`config.mk`:
```
export PLATFORM = sky130hd
export DESIGN_NAME = row_repair_top
export DESIGN_NICKNAME = d
export VERILOG_FILES = /design/src/rtl/rr_pkg.sv /design/src/rtl/rr_spare_pick.sv /design/src/rtl/rr_remap.sv /design/src/rtl/rr_ctrl.sv /design/src/rtl/row_repair_top.sv
export SDC_FILE = /design/constraint.sdc
export NUM_CORES = 1
export LEC_CHECK = 0
export ABC_CLOCK_PERIOD_IN_PS = 2300
export BUFFER_PORTS_ARGS = -buffer_cell sky130_fd_sc_hd__clkbuf_2
export CAP_MARGIN = 10
export CORE_MARGIN = 10
export CORE_UTILIZATION = 50
export DETAILED_ROUTE_END_ITERATION = 7
export PLACE_DENSITY = 0.71
export SYNTH_ARGS = -nofsm -noshare
export SYNTH_HDL_FRONTEND = slang
export SYNTH_SLANG_ARGS = --single-unit
```
`constraint.sdc`:
```
create_clock -name clk -period 2.3 [get_ports clk]
set_input_delay 0.23 -clock clk [delete_from_list [all_inputs] [get_ports clk]]
set_output_delay 0.23 -clock clk [all_outputs]
set_load 0.005 [all_outputs]
```
`src/rtl/rr_pkg.sv`:
```
package rr_pkg;

    typedef enum logic [1:0] {
        ST_IDLE  = 2'd0,
        ST_WRITE = 2'd1,
        ST_READ  = 2'd2,
        ST_CHECK = 2'd3
    } rr_state_e;

endpackage

```
`src/rtl/rr_spare_pick.sv`:
```
module rr_spare_pick #(
    parameter  int SPARES = 4,
    localparam int SIW    = (SPARES > 1) ? $clog2(SPARES) : 1
) (
    input  logic [SPARES-1:0] usable,
    input  logic [SPARES-1:0] taken,
    output logic              found,
    output logic [SIW-1:0]    pick
);

    // lowest free, usable spare wins
    always_comb begin
        found = 1'b0;
        pick  = '0;
        for (int s = SPARES - 1; s >= 0; s--) begin
            if (usable[s] && !taken[s]) begin
                found = 1'b1;
                pick  = SIW'(s);
            end
        end
    end

endmodule

```
`src/rtl/rr_remap.sv`:
```
module rr_remap #(
    parameter  int ROWS   = 256,
    parameter  int SPARES = 4,
    localparam int AW     = $clog2(ROWS),
    localparam int PAW    = $clog2(ROWS + SPARES)
) (
    input  logic                       clk,
    input  logic                       rst_n,
    input  logic                       busy,
    input  logic                       req,
    input  logic [AW-1:0]              row,
    input  logic [SPARES-1:0]          ent_valid,
    input  logic [SPARES-1:0][AW-1:0]  ent_row,
    output logic                       ack,
    output logic [PAW-1:0]             phys
);

    typedef struct packed {
        logic           ack;
        logic [PAW-1:0] phys;
    } remap_s;

    remap_s            r_d, r_q;
    logic [SPARES-1:0] hit;

    for (genvar s = 0; s < SPARES; s++) begin : g_cmp
        assign hit[s] = ent_valid[s] && (ent_row[s] == row);
    end

    always_comb begin
        r_d      = r_q;
        r_d.ack  = req && !busy;
        r_d.phys = PAW'(row);
        for (int s = 0; s < SPARES; s++) begin
            if (hit[s]) r_d.phys = PAW'(ROWS + s);
        end
    end

    always_ff @(posedge clk or negedge rst_n) begin
        if (!rst_n) r_q <= '0;
        else        r_q <= r_d;
    end

    assign ack  = r_q.ack;
    assign phys = r_q.phys;

    // a logical row is held by at most one spare
    a_r8_single_hit: assert property (@(posedge clk) disable iff (!rst_n)
        $onehot0(hit));

    // no translation answer while a pass is running
    a_r9_no_ack_busy: assert property (@(posedge clk) disable iff (!rst_n)
        busy |=> !ack);

endmodule

```
`src/rtl/rr_ctrl.sv`:
```
module rr_ctrl
    import rr_pkg::*;
#(
    parameter  int ROWS   = 256,
    parameter  int SPARES = 4,
    parameter  int DW     = 16,
    localparam int AW     = $clog2(ROWS),
    localparam int PAW    = $clog2(ROWS + SPARES),
    localparam int SIW    = (SPARES > 1) ? $clog2(SPARES) : 1
) (
    input  logic                       clk,
    input  logic                       rst_n,
    input  logic                       start,
    output logic                       busy,
    output logic                       done,
    output logic                       repair_fail,
    output logic                       arr_we,
    output logic                       arr_re,
    output logic [PAW-1:0]             arr_row,
    output logic [DW-1:0]              arr_wdata,
    input  logic [DW-1:0]              arr_rdata,
    output logic [SPARES-1:0]          ent_valid,
    output logic [SPARES-1:0][AW-1:0]  ent_row,
    input  logic [AW-1:0]              map_row,
    output logic                       map_bad
);

    localparam logic [PAW-1:0] LAST = PAW'(ROWS + SPARES - 1);

    typedef struct packed {
        rr_state_e                 st;
        logic [PAW-1:0]            idx;
        logic                      phase;   // 0: ones, 1: zeros
        logic                      fail;
        logic                      done;
        logic                      rfail;
        logic [SPARES-1:0]         sp_ok;
        logic [SPARES-1:0]         used;
        logic [SPARES-1:0][AW-1:0] map;
        logic [ROWS-1:0]           bad;
    } ctrl_s;

    ctrl_s          c_d, c_q;
    logic           is_spare;
    logic [SIW-1:0] sp_idx;
    logic [AW-1:0]  reg_row;
    logic [PAW-1:0] cur_phys;
    logic [DW-1:0]  pattern;
    logic           row_fail;
    logic           pick_found;
    logic [SIW-1:0] pick;

    assign is_spare = c_q.idx < PAW'(SPARES);
    assign sp_idx   = SIW'(c_q.idx);
    assign reg_row  = AW'(c_q.idx - PAW'(SPARES));
    assign cur_phys = is_spare ? (PAW'(ROWS) + c_q.idx) : PAW'(reg_row);
    assign pattern  = c_q.phase ? '0 : '1;
    assign row_fail = c_q.fail || (arr_rdata != pattern);

    rr_spare_pick #(.SPARES(SPARES)) i_pick (
        .usable (c_q.sp_ok),
        .taken  (c_q.used),
        .found  (pick_found),
        .pick   (pick)
    );

    always_comb begin
        c_d      = c_q;
        c_d.done = 1'b0;
        unique case (c_q.st)
            ST_IDLE: begin
                if (start) begin
                    c_d.st    = ST_WRITE;
                    c_d.idx   = '0;
                    c_d.phase = 1'b0;
                    c_d.fail  = 1'b0;
                    c_d.rfail = 1'b0;
                    c_d.sp_ok = '1;
                    c_d.used  = '0;
                    c_d.map   = '0;
                    c_d.bad   = '0;
                end
            end
            ST_WRITE: c_d.st = ST_READ;
            ST_READ:  c_d.st = ST_CHECK;
            ST_CHECK: begin
                if (!c_q.phase) begin
                    c_d.phase = 1'b1;
                    c_d.fail  = row_fail;
                    c_d.st    = ST_WRITE;
                end else begin
                    c_d.phase = 1'b0;
                    c_d.fail  = 1'b0;
                    if (row_fail) begin
                        if (is_spare) begin
                            c_d.sp_ok[sp_idx] = 1'b0;
                        end else begin
                            c_d.bad[reg_row] = 1'b1;
                            if (pick_found) begin
                                c_d.used[pick] = 1'b1;
                                c_d.map[pick]  = reg_row;
                            end else begin
                                c_d.rfail = 1'b1;
                            end
                        end
                    end
                    if (c_q.idx == LAST) begin
                        c_d.st   = ST_IDLE;
                        c_d.done = 1'b1;
                    end else begin
                        c_d.idx = c_q.idx + 1'b1;
                        c_d.st  = ST_WRITE;
                    end
                end
            end
            default: c_d.st = ST_IDLE;
        endcase
    end

    always_ff @(posedge clk or negedge rst_n) begin
        if (!rst_n) begin
            c_q       <= '0;
            c_q.st    <= ST_IDLE;
            c_q.sp_ok <= '1;
        end else begin
            c_q <= c_d;
        end
    end

    assign busy        = (c_q.st != ST_IDLE);
    assign done        = c_q.done;
    assign repair_fail = c_q.rfail;
    assign arr_we      = (c_q.st == ST_WRITE);
    assign arr_re      = (c_q.st == ST_READ);
    assign arr_row     = cur_phys;
    assign arr_wdata   = pattern;
    assign ent_valid   = c_q.used;
    assign ent_row     = c_q.map;
    assign map_bad     = c_q.bad[map_row];

    // completion strobe lasts one cycle
    a_r2_done_single: assert property (@(posedge clk) disable iff (!rst_n)
        done |=> !done);

    // every read is preceded by a write to the same row
    a_r3_read_after_write: assert property (@(posedge clk) disable iff (!rst_n)
        arr_re |-> ($past(arr_we) && $stable(arr_row)));

    // an assigned spare passed its own test
    for (genvar s = 0; s < SPARES; s++) begin : g_chk
        a_r5_spare_usable: assert property (@(posedge clk) disable iff (!rst_n)
            c_q.used[s] |-> c_q.sp_ok[s]);
    end

    // repair failure only once no usable spare remains free
    a_r7_fail_when_full: assert property (@(posedge clk) disable iff (!rst_n)
        repair_fail |-> ((c_q.sp_ok & ~c_q.used) == '0));

endmodule

```
`src/rtl/row_repair_top.sv`:
```
module row_repair_top #(
    parameter  int ROWS   = 256,
    parameter  int SPARES = 4,
    parameter  int DW     = 16,
    localparam int AW     = $clog2(ROWS),
    localparam int PAW    = $clog2(ROWS + SPARES)
) (
    input  logic           clk,
    input  logic           rst_n,
    input  logic           start,
    output logic           busy,
    output logic           done,
    output logic           repair_fail,
    output logic           arr_we,
    output logic           arr_re,
    output logic [PAW-1:0] arr_row,
    output logic [DW-1:0]  arr_wdata,
    input  logic [DW-1:0]  arr_rdata,
    input  logic           xlat_req,
    input  logic [AW-1:0]  xlat_row,
    output logic           xlat_ack,
    output logic [PAW-1:0] xlat_phys,
    input  logic [AW-1:0]  map_row,
    output logic           map_bad
);

    logic [SPARES-1:0]         ent_valid;
    logic [SPARES-1:0][AW-1:0] ent_row;
    logic                      busy_w;

    rr_ctrl #(.ROWS(ROWS), .SPARES(SPARES), .DW(DW)) i_ctrl (
        .clk         (clk),
        .rst_n       (rst_n),
        .start       (start),
        .busy        (busy_w),
        .done        (done),
        .repair_fail (repair_fail),
        .arr_we      (arr_we),
        .arr_re      (arr_re),
        .arr_row     (arr_row),
        .arr_wdata   (arr_wdata),
        .arr_rdata   (arr_rdata),
        .ent_valid   (ent_valid),
        .ent_row     (ent_row),
        .map_row     (map_row),
        .map_bad     (map_bad)
    );

    rr_remap #(.ROWS(ROWS), .SPARES(SPARES)) i_remap (
        .clk       (clk),
        .rst_n     (rst_n),
        .busy      (busy_w),
        .req       (xlat_req),
        .row       (xlat_row),
        .ent_valid (ent_valid),
        .ent_row   (ent_row),
        .ack       (xlat_ack),
        .phys      (xlat_phys)
    );

    assign busy = busy_w;

endmodule

```
* Word level (Yosys, flattened, before mapping)
Index checks and enable logic that the tools add are counted.
** Storage, ports and cells
- Bits of input ports :: 36
- Bits in registers :: 321
- Output and inout bits :: 41
** Cells by class
- Reduce and logical (&&, ||, !) cells :: 27
- Equal/unequal tests :: 17
- Order comparisons :: 8
- Bitwise gates (word level) :: 4
- Add/subtract/negate cells :: 3
- Multiplexer cells :: 44
** Operators by type and width (number)
- $mux W297 :: 2
- $pmux W297 S2 :: 1
- $mux W298 :: 1
- $mux W292 :: 1
- $or A256 B256 Y256 :: 1
- $mux W9 :: 7
- $mux W36 :: 1
- $bwmux W32 :: 1
- $eq A8 B8 Y1 :: 4
- $pmux W11 S2 :: 1
- $lt A8 B9 Y1 const B :: 2
- $demux W8 S2 :: 1
- $mux W16 :: 1
- $ne A16 B16 Y1 :: 1
- $mux W1 :: 13
- $mux W13 :: 1
- $logic_and A1 B1 Y1 :: 12
- $mux W2 :: 6
- $reduce_and A6 Y1 :: 2
- $ne A2 B2 Y1 const B :: 5
- $reduce_and A5 Y1 :: 2
- $add A9 B1 Y9 const B :: 1
- $add A9 B9 Y9 const A :: 1
- $eq A9 B9 Y1 const B :: 1
- other kinds (23) :: 34

* Logic depth before layout (Yosys ltp)
- Depth in word-level cells :: 16
- Depth in mapped cells :: 11

* Modules after synthesis
Synthesis repeated with hierarchy kept, for this count alone.
** Second synthesis, totals
- Cells, all modules :: 1571
- Area, all modules :: 16377.0 µm²
** Modules (own cells, without submodules)
- rr_ctrl :: seq. area each 7787.5 µm², cells an instance 1480, times used 1, area an instance 15396.0 µm²
- rr_remap :: seq. area each 250.2 µm², cells an instance 80, times used 1, area an instance 888.4 µm²
- rr_spare_pick :: seq. area each 0.0 µm², cells an instance 11, times used 1, area an instance 92.6 µm²

* Worst setup path after synthesis
No wires, ideal clock.
- Kind :: register -> register
- Start :: register i_ctrl.c_q[309] in the netlist's numbering
- End :: register i_ctrl.c_q[202] in the netlist's numbering
- Buffers on the path :: 2
- Clock period less this slack :: 2.375 ns
- Path slack :: -0.075 ns
- Cell stages (with the launch flop) :: 10
- Data required time :: 2.234 ns
- Arrival :: 2.309 ns
- Cell sequence :: dfrtp_1 inv_1 ha_1 mux2i_1 or2_2 clkbuf_1 o31ai_4 buf_2 nor2b_1 a22o_1
** On the way
- Word-level cells in the longest chain between the ends :: 3
- Elaborated cells between the ends (all ways) :: 9
** RTL lines
- start, declared :: line rr_ctrl.sv:43 : ctrl_s c_d, c_q;
- $eq A2 B2 Y1 / $logic_not A2 Y1 (equally long branches) :: line rr_ctrl.sv:70 : unique case (c_q.st)
- $ne A2 B2 Y1 (no source line), or another cell as far along
- $reduce_and A5 Y1 (no source line)
Parallel ways exist; a longest one is shown, timed or not.
A chain may end at the register's enable or synchronous reset.

* Worst setup path in the final report
- Start :: register i_ctrl.c_q[213] in the netlist's numbering
- End :: output port map_bad
** On the way
- Word-level cells in the longest chain between the ends :: 2
** RTL lines
- $bmux W1 S8 :: line rr_ctrl.sv:139 : assign map_bad = c_q.bad[map_row];
- $mux W1 (implied by the code) :: line rr_ctrl.sv:139
- end, declared :: line row_repair_top.sv:24 : output logic map_bad
No other way between the ends. The select of a mux whose other input is x is not followed.

==> results.cfg <==
[pwr]
power_switching_w = 0.002540
clkPwrFrac = 0.491
pwr-share-comb = 0.041
power-per-cell-area_nw_per_um2 = 630.2
intPower_w = 0.009526
ir_worst_vdd_mv = 0.5972
swShare = 0.2105
seq_power_share = 0.469
leakage_nw = 8.731

[detailed_routing]
top_layer = met4
drc = 0
ant_nets = 0
dr.pass1.iters = 5
wl_met1_microns = 18090
vias = 11960
wire_per_inst_microns = 21.17
drtIter0Drc = 1013
via_per_inst = 6.028
wl_met3_microns = 2539
drt_wl_total_microns = 42000
route.met2.wl_microns = 20110

[logic_synthesis]
ys.flop_type = dfrtp_1
netlist_top_cells_area = dfrtp_1 (52%), mux2i_1 (6.3%), a22o_1 (5.8%)
async_reset_ff_frac = 1.000
synth_area_leader_cell = dfrtp_1
synthTopCellsByCount = dfrtp_1 (317), nand2_1 (227), o21ai_0 (163)
synth_edf_count = 0
synth_top_area_frac = 0.5174
ys_types = 64
synth_most_common_cell = dfrtp_1
netlist_area_sq_um = 15330
ys_warn_count = 0
synth_cells = 1422
yosysSeqAreaShare = 0.5243
syn_area_per_cell_sq_um = 10.78
yosys_register_bits = 321
syn_nets = 1473

[timing]
setup_slack_ps = -768.7
period_needed_ps = 3069
hold_ws_ps = 66.60
setup_violations = 80
hold_violations = 0
slew_headroom = 0.4626
skew_ps = 15.30
maxSlewViolCount = 0
fmax_mhz = 325.9
worst_pin_slew_ps = 806.0
rsz0062_at_grt = true
period_share = 1.334

[global_routing]
grtUsageTotal = 0.2110
grt_pass1_vias = 12180
grt_max_degree = 81
grt_overflow = 0
antenna_found_initial = 0
grt_pass1_wl_microns = 66300

[finish]
nFillCells = 2335
area_growth_pct = 24.88
drive_above_1_share = 0.3035
layout.nets = 1615
diodes = 0

[clock_tree]
clock_latency_ps = 520
cts-htree-levels = 2
clock_sinks = 321
root_buffer = clkbuf_16
cts_tree = built
cts_buffers = 35
cts_buffer_depth = 3
clkTransAtPathRegs_ps = 60

[place]
routabilityCongestion = 0.9443
post-place-ws_ps = -487.8
dp_hpwl_microns = 26700
portBuffers = 76

[worst_setup_path]
path_cells = mux4_1 > mux4_2 > a22o_1 > a41o_1 > a211oi_2 > a31oi_2 > clkbuf_2
cpLargestDelayFamily = multiplexers
critPathLaunchType = register
cp_num_buf_inv = 1
critPathKind = register to output port
crit_arrival_ps = 2840
crit_slowest_cell = mux4_1
endpoint_kind = output port
worstPathRequired_ps = 2070
slowest_delay_ps = 490
cp_max_fo = 2

[run]
cap_violations = 0

[run_status]
violations = setup timing
status = finished with violations

[floorplan]
design.core.area_sq_um = 30430
die-area_sq_um = 38070
fp.dieH_microns = 195.1
initial_utilization = 0.5038
rows = 64
dieWidth_microns = 195.1
ios = 77

[worst_hold_path]
hold_path_class = input pin to register
-- flip-flops by register name, summed over array words and instances, names as in the netlist --
| signal | flops |
|---|---|
| i_ctrl.c_q | 273 |
| i_ctrl.ent_row | 32 |
| i_remap.phys | 9 |
| i_ctrl.ent_valid | 4 |
| i_ctrl.done | 1 |
| i_ctrl.repair_fail | 1 |
| i_remap.ack | 1 |
-- final timing paths --
path / startpoint / endpoint / slack (ps) / depth (start not counted)
setup / recovery: i_ctrl.c_q[213] / map_bad / -770 / 7
hold / removal: xlat_row[2] / i_remap.phys[2] / 70 / 2
setup reg to reg: i_ctrl.c_q[299] / i_ctrl.c_q[66] / -110 / 9
hold reg to reg: i_ctrl.c_q[178] / i_ctrl.c_q[178] / 470 / 2
max in group asynchronous: rst_n / i_ctrl.c_q[293] / 1260 / 3
min in group asynchronous: rst_n / i_ctrl.c_q[203] / 230 / 2
-- per-layer routing --
metal | global-route usage | vias to the layer above
met5 | 0 | -
met4 | 0.06589 | 0
met3 | 0.03203 | 99
met2 | 0.3393 | 442
met1 | 0.2882 | 6050
li1 | - | 5369
-- stage by stage --
stage	util	power (W)	std cells	area, sq um	TNS [ps]
2_1_floorplan	-	0.005976	1422	15350	0
3_3_place_gp	0.5524	0.006238	1909	16810	-18890
3_5_place_dp	0.5524	0.006244	1909	16810	-22940
4_1_cts	0.6070	0.01213	1983	18470	-3759
5_1_grt	0.6292	0.01242	1984	19150	-12300
6_report	0.6292	0.01207	1984	19150	-2678
-- placed cells by master (no fill, tap or decap), types with 7 or more instances in the layout --
master	n
dfrtp_1	316
nand2_1	226
buf_4	116
a22o_1	102
mux2i_1	96
o21ai_2	71
clkbuf_2	69
nor2_1	55
o21ai_0	54
o21ai_1	38
clkbuf_16	38
xor2_1	28
mux4_2	24
buf_6	19
a41oi_2	16
xnor2_1	15
o22ai_1	14
nand3_1	13
a21oi_1	13
ha_1	13
nor3_1	12
buf_12	12
inv_1	10
and2_1	10
nand3_4	10
nor2b_1	9
and2b_2	9
nor4_1	8
nand4_1	8
a221oi_1	8
mux2_2	8
clkbuf_1	8
nand2b_1	7
mux4_1	7
-- worst register-to-register path: cells and delay by family (launching register included) --
family                 cells  cell delay (ps)
AND/OR/NAND/NOR            2              720
buffers and inverters      4              610
AO/OA/AOI/OAI              3              550
flip-flops                 1              410
-- power groups by stage --
stage | clock network, W | logic [W] | registers (W)
2_1_floorplan | 0 | 0.000214 | 0.00576
6_report | 0.00592 | 0.000489 | 0.00566
3_5_place_dp | 0 | 0.000484 | 0.00576
5_1_grt | 0.00624 | 0.000532 | 0.00565
4_1_cts | 0.00598 | 0.000492 | 0.00566
3_3_place_gp | 0 | 0.000478 | 0.00576
-- repair_timing --
action / 4_1_cts / 5_1_grt
setup endpoints to repair: 239 / 290
hold endpoints to repair: 48 / 0
pin swaps: 24 / 86
cloned: 8 / 3
hold buffers: 2 / 0
setup buffers: 7 / 7
resized for setup: 146 / 193
-- cell families (layout without fill, tap and decap cells) --
logic type,count (synthesis),in the layout,share of synthesized area
flip-flops,321,321,0.5243
multiplexers,138,138,0.1200
AO/OA/AOI/OAI,344,344,0.1514
buffers and inverters,141,305,0.04325
adder cells (fa/ha/maj),15,15,0.01224
XOR/XNOR,44,44,0.02514
AND/OR/NAND/NOR,419,421,0.1237
-- cell type report --
cell class	instances	area [sq um]	area share
tap	396	495.5	0.02588
inverter	13	48.80	0.002549
clock inverter	10	175.2	0.009149
sequential	321	8039	0.4199
clock buffer	51	1039	0.05424
timing repair buffer	231	1948	0.1018
multi-input combinational	962	7401	0.3866
No activity file was read; power rests on OpenSTA's default activity.
